==> config.mk <==
export PLATFORM = sky130hd
export DESIGN_NAME = irq_arbiter
export DESIGN_NICKNAME = d
export VERILOG_FILES = /design/src/rtl/irq_arb_pkg.sv /design/src/rtl/irq_prio_enc.sv /design/src/rtl/irq_spc_latch.sv /design/src/rtl/irq_arbiter.sv
export SDC_FILE = /design/constraint.sdc
export NUM_CORES = 2
export LEC_CHECK = 0
export BUFFER_PORTS_ARGS = -buffer_cell sky130_fd_sc_hd__buf_2
export CAP_MARGIN = 5
export CELL_PAD_IN_SITES_DETAIL_PLACEMENT = 1
export CELL_PAD_IN_SITES_GLOBAL_PLACEMENT = 1
export CORE_AREA = 2 2 590 299
export CTS_CLUSTER_DIAMETER = 60
export DETAILED_ROUTE_END_ITERATION = 10
export DIE_AREA = 0 0 592 301
export PLACE_DENSITY_LB_ADDON = 0.1
export SETUP_SLACK_MARGIN = 0.05
export SKIP_LAST_GASP = 1
export SYNTH_ARGS = -nofsm -noshare
export SYNTH_HDL_FRONTEND = slang
export SYNTH_HIERARCHICAL = 1
export SYNTH_SLANG_ARGS = --single-unit
==> constraint.sdc <==
create_clock -name clk -period 9.2 [get_ports clk]
set_input_delay 1.38 -clock clk [delete_from_list [all_inputs] [get_ports clk]]
set_output_delay 1.38 -clock clk [all_outputs]
set_load 0.1 [all_outputs]
==> src/rtl/irq_arb_pkg.sv <==
package irq_arb_pkg;

    typedef enum logic [2:0] {
        DM_FIXED  = 3'd0,
        DM_LOWEST = 3'd1,
        DM_SMI    = 3'd2,
        DM_RSV3   = 3'd3,
        DM_NMI    = 3'd4,
        DM_INIT   = 3'd5,
        DM_RSV6   = 3'd6,
        DM_EXTINT = 3'd7
    } dmode_e;

    typedef enum logic [2:0] {
        SRC_NONE  = 3'd0,
        SRC_SMI   = 3'd1,
        SRC_NMI   = 3'd2,
        SRC_INIT  = 3'd3,
        SRC_EXT   = 3'd4,
        SRC_FIXED = 3'd5
    } src_e;

    // Special sources, index order is also presentation order.
    localparam int NSPC = 4;
    localparam int NUNM = 3;

    function automatic dmode_e spc_mode(input int idx);
        case (idx)
            0:       return DM_SMI;
            1:       return DM_NMI;
            2:       return DM_INIT;
            default: return DM_EXTINT;
        endcase
    endfunction

endpackage

==> src/rtl/irq_prio_enc.sv <==
module irq_prio_enc #(
    parameter int N = 256,
    parameter int W = $clog2(N)
) (
    input  logic [N-1:0] bits_i,
    output logic [W-1:0] idx_o,
    output logic         any_o
);
    // Highest set bit wins; no bit set reports index 0 with any_o low.
    always_comb begin
        idx_o = '0;
        any_o = 1'b0;
        for (int i = 0; i < N; i++) begin
            if (bits_i[i]) begin
                idx_o = W'(i);
                any_o = 1'b1;
            end
        end
    end
endmodule

==> src/rtl/irq_spc_latch.sv <==
module irq_spc_latch
    import irq_arb_pkg::*;
#(
    parameter int VW = 8
) (
    input  logic                     clk,
    input  logic                     rst_n,
    input  logic                     req_valid,
    input  logic [2:0]               req_mode,
    input  logic [VW-1:0]            req_vector,
    input  logic                     take,
    input  logic [1:0]               take_idx,
    output logic [NSPC-1:0]          pend_o,
    output logic [NSPC-1:0][VW-1:0]  vec_o,
    output logic                     unm_o
);
    logic [NSPC-1:0] set_now;
    logic [NSPC-1:0] clr_now;

    for (genvar g = 0; g < NSPC; g++) begin : g_src
        assign clr_now[g] = take && (take_idx == 2'(g));
        assign set_now[g] = req_valid && (req_mode == spc_mode(g))
                            && !pend_o[g] && !clr_now[g];

        always_ff @(posedge clk) begin
            if (!rst_n) begin
                pend_o[g] <= 1'b0;
                vec_o[g]  <= '0;
            end else if (clr_now[g]) begin
                pend_o[g] <= 1'b0;
            end else if (set_now[g]) begin
                pend_o[g] <= 1'b1;
                vec_o[g]  <= req_vector;
            end
        end
    end

    logic [NUNM-1:0] unm_left;
    logic            unm_taken;
    assign unm_left  = pend_o[NUNM-1:0] & ~clr_now[NUNM-1:0];
    assign unm_taken = |clr_now[NUNM-1:0];

    always_ff @(posedge clk) begin
        if (!rst_n) begin
            unm_o <= 1'b0;
        end else if (|set_now[NUNM-1:0]) begin
            unm_o <= 1'b1;
        end else if (unm_taken && !(|unm_left)) begin
            unm_o <= 1'b0;
        end
    end
endmodule

==> src/rtl/irq_arbiter.sv <==
module irq_arbiter
    import irq_arb_pkg::*;
#(
    parameter int VW    = 8,
    parameter int CLS_W = 4
) (
    input  logic          clk,
    input  logic          rst_n,
    input  logic          req_valid,
    input  logic [2:0]    req_mode,
    input  logic [VW-1:0] req_vector,
    input  logic          req_level,
    input  logic [VW-1:0] task_prio,
    input  logic          irq_en,
    input  logic          ack,
    input  logic          eoi,
    output logic          irq_pending,
    output logic [2:0]    irq_src,
    output logic [VW-1:0] irq_vector,
    output logic          irq_level
);
    localparam int NV = 1 << VW;

    logic [NV-1:0] irr, tmr, isr;
    logic [VW-1:0] irrv, isrv;
    logic          irr_any, isr_any;

    irq_prio_enc #(.N(NV), .W(VW)) u_irr_enc (.bits_i(irr), .idx_o(irrv), .any_o(irr_any));
    irq_prio_enc #(.N(NV), .W(VW)) u_isr_enc (.bits_i(isr), .idx_o(isrv), .any_o(isr_any));

    logic [NSPC-1:0]         spc_pend;
    logic [NSPC-1:0][VW-1:0] spc_vec;
    logic                    unm_pend;
    logic                    take;
    logic [1:0]              take_idx;

    irq_spc_latch #(.VW(VW)) u_spc (
        .clk(clk), .rst_n(rst_n), .req_valid(req_valid), .req_mode(req_mode),
        .req_vector(req_vector), .take(take), .take_idx(take_idx),
        .pend_o(spc_pend), .vec_o(spc_vec), .unm_o(unm_pend)
    );

    // Presented source selection.
    src_e sel;
    logic fix_ok;
    assign fix_ok = irr_any && (irrv > isrv)
                    && (irrv[VW-1 -: CLS_W] > task_prio[VW-1 -: CLS_W]);

    always_comb begin
        if (spc_pend[0])                  sel = SRC_SMI;
        else if (spc_pend[1])             sel = SRC_NMI;
        else if (spc_pend[2])             sel = SRC_INIT;
        else if (irq_en && spc_pend[3])   sel = SRC_EXT;
        else if (irq_en && fix_ok)        sel = SRC_FIXED;
        else                              sel = SRC_NONE;
    end

    // Outputs and service routing per presented source.
    always_comb begin
        irq_vector = '0;
        irq_level  = 1'b0;
        take       = 1'b0;
        take_idx   = 2'd0;
        unique case (sel)
            SRC_SMI:   begin irq_vector = spc_vec[0]; take = ack; take_idx = 2'd0; end
            SRC_NMI:   begin irq_vector = spc_vec[1]; take = ack; take_idx = 2'd1; end
            SRC_INIT:  begin irq_vector = spc_vec[2]; take = ack; take_idx = 2'd2; end
            SRC_EXT:   begin irq_vector = spc_vec[3]; take = ack; take_idx = 2'd3; end
            SRC_FIXED: begin irq_vector = irrv; irq_level = tmr[irrv]; end
            SRC_NONE:  begin end
            default:   begin end
        endcase
    end

    assign irq_pending = (sel != SRC_NONE);
    assign irq_src     = sel;

    logic q_req, grant_fix;
    assign q_req     = req_valid && ((dmode_e'(req_mode) == DM_FIXED) ||
                                     (dmode_e'(req_mode) == DM_LOWEST));
    assign grant_fix = ack && (sel == SRC_FIXED);

    always_ff @(posedge clk) begin
        if (!rst_n) begin
            irr <= '0;
            tmr <= '0;
            isr <= '0;
        end else begin
            if (q_req && !irr[req_vector]) begin
                irr[req_vector] <= 1'b1;
                tmr[req_vector] <= req_level;
            end
            if (eoi && isr_any) isr[isrv] <= 1'b0;
            if (grant_fix) begin
                irr[irrv] <= 1'b0;
                isr[irrv] <= 1'b1;
            end
        end
    end
endmodule

==> metrics.txt <==
first-pass GRT wire length=about 390000 um; net count of the mapped netlist=between 5000 and 6000; Initial DRC Count=slightly above 7000; Gate power share=just over 8%; Fin. Hold Viols=0; synthesized area=0.04288 sq mm; Final Instance Area=slightly below 0.05 sq mm; RSZ-0062 raised after global routing=no; GRT Overall Usage=~32%; final net count=~5000; CTS Sinks=~800; DP Wirelength=226100 um; clk_lat worst skew=between 0.7 and 0.8 ns; worst hold path type=reg -> reg; gpl congestion=just over 1; # setup viols final=0; CP Launch Type=flop; Post-CTS Hold Buffers=0; total routed wirelength=around 300000 um; met3 wire len=approximately 45000 um; Die Span Y=~300 um; CTS tree=done; worst path buffer plus inverter count=4; DR WL met2=95770 um; CTS clock-pin slew for the worst setup and hold paths=0.07 ns; CP Cell Sequence=nor4_1, nand2_1, a211oi_2, buf_4, o21ai_1, a31oi_1, o21ai_1, nor2b_4, buf_4, buf_4, a22oi_1, nand2_1, a211oi_1, o21ai_0, o211a_1, buf_2; vias in the first global route=approximately 41000; failing checks=capacitance limit, slew limit; Die ar.=roughly 0.18 sq mm; yosys warns=6; clk_skew=~0.042 ns; min Tclk post-route=around 8.9 ns; flop-to-flop setup slack=just under 2 ns; antenna-violating nets left=0; Max FO, Critical Path=11; htree depth=3; Top Metal Used=met5; CTS Buf Count=86; clk root buf=clkbuf_16; Rel. slew slack=-2.544%; core area=roughly 0.17 sq mm; Buffers on Ports=34; Top Family by Delay on Critical Path=compound AO/OA/AOI/OAI gates; outcome=complete, but fails checks; highest clock rate=around 0.11 GHz; total negative slack=0 ns; CP peak stage delay=around 0.73 ns; Starting Density=between 20% and 30%; most frequent cells in the layout=dfxtp_1, nand2_1, a21oi_1; largest net degree at the start of global routing=between 150 and 200; 1st-pass router iterations=8; GRT overflow=0; commonest non-fill, non-tap cell in the layout=dfxtp_1; clock tree buffer depth=3; syn avg cell area=between 8 and 9 sq um; sequential power share=between 40 and 50%; post-CTS setup buffers=0; Worst Tran Pin Value=approximately 1.5 ns; clock network power share=47.8%; I/O pins=39; Sw Ratio=28.40%; Max Slew Vio Count=5; maxcap violations=3; Area growth syn-to-layout=14.56%; Arrival @ worst endpoint=7.48 ns; Power per Cell Area=around 160 mW/mm^2; wire length on met1=~150000 um; Top cell by count, worst path=buf_4; gate count after technology mapping=5054; share of cells above drive strength 1=roughly 12%; Cell Area, Placed=~0.046 sq mm; final worst-path cycle share=slightly below 100%; leakage=around 0.019 uW; slowest cell on the critical path=nor2b_4; vias post-DR=45800; WHS=0.4539 ns; crit path kind=reg -> out; DRC viols=0; NetSw=between 2000 and 2500 uW; FP Rows=~110; CTS resizes=0; CP required=7.82 ns; Wirelength per Cell=~40 um; Horiz. Die Dim=around 590 um; internal power=5674 uW; Setup crit end kind=output pin; initial antenna violation count=36; Peak supply drop=around 0.13 mV; vias per cell=6.195
## through the flow
stage,std cells,setup slack [ns],util (%),power [uW]
2_1_floorplan,5054,2.656,-,3866
3_3_place_gp,7214,1.550,26.76,4185
3_5_place_dp,7215,1.519,26.76,4186
4_1_cts,7373,0.7514,28.44,7936
5_1_grt,7375,0.3966,28.45,8090
6_report,7393,0.3382,28.47,7925
## registers in the layout (all words and copies together), names as in the netlist
| register | count |
|---|---|
| isr | 256 |
| tmr | 256 |
| irr | 256 |
| u_spc/pend_o | 4 |
| u_spc/vec_o | 32 |
## worst register-to-register path, stage by stage (launching register included)
cell and delay (ns):
dfxtp_1 0.39, nor4_1 0.65, nand2_1 0.59, a211oi_2 0.31, buf_4 0.25, o21ai_1 0.24
a31oi_1 0.62, o21ai_1 0.35, nor2b_4 0.73, buf_4 0.40, buf_4 0.20, nand3_1 0.52
nor2_1 0.94, nand3_1 0.58, and3_1 0.38
## layout make-up
type	instances	area [sq um]
antenna	20	50.05
clock buffer	131	2646
clock inverter	27	247.7
fill	20090	123400
inverter	139	529.3
multi-input combinational	3751	24980
sequential	804	16100
tap	2310	2890
timing repair buffer	211	1694
## power by group through the flow
stage | Combinational [uW] | Sequential, uW | Clock, uW
after floorplan | 301 | 3570 | 0
after global placement | 618 | 3570 | 0
after detailed placement | 618 | 3570 | 0
after CTS | 619 | 3490 | 3830
after global routing | 646 | 3490 | 3960
final | 651 | 3490 | 3790
## routing by layer
metal,vias up,global-route usage (%)
li1,18920,-
met2,2763,35.66
met1,23710,52.13
met3,383,15.37
met4,26,7.057
met5,-,0.9524
## path summary, 6_finish.rpt
kind	start	cells after the start	endpoint
worst max-delay path	irr[45]	16	irq_level
worst min-delay path	tmr[115]	2	tmr[115]
worst max register to register	irr[45]	14	irr[139]
worst min register to register	tmr[115]	2	tmr[115]
(Power assumes the default switching activity.)
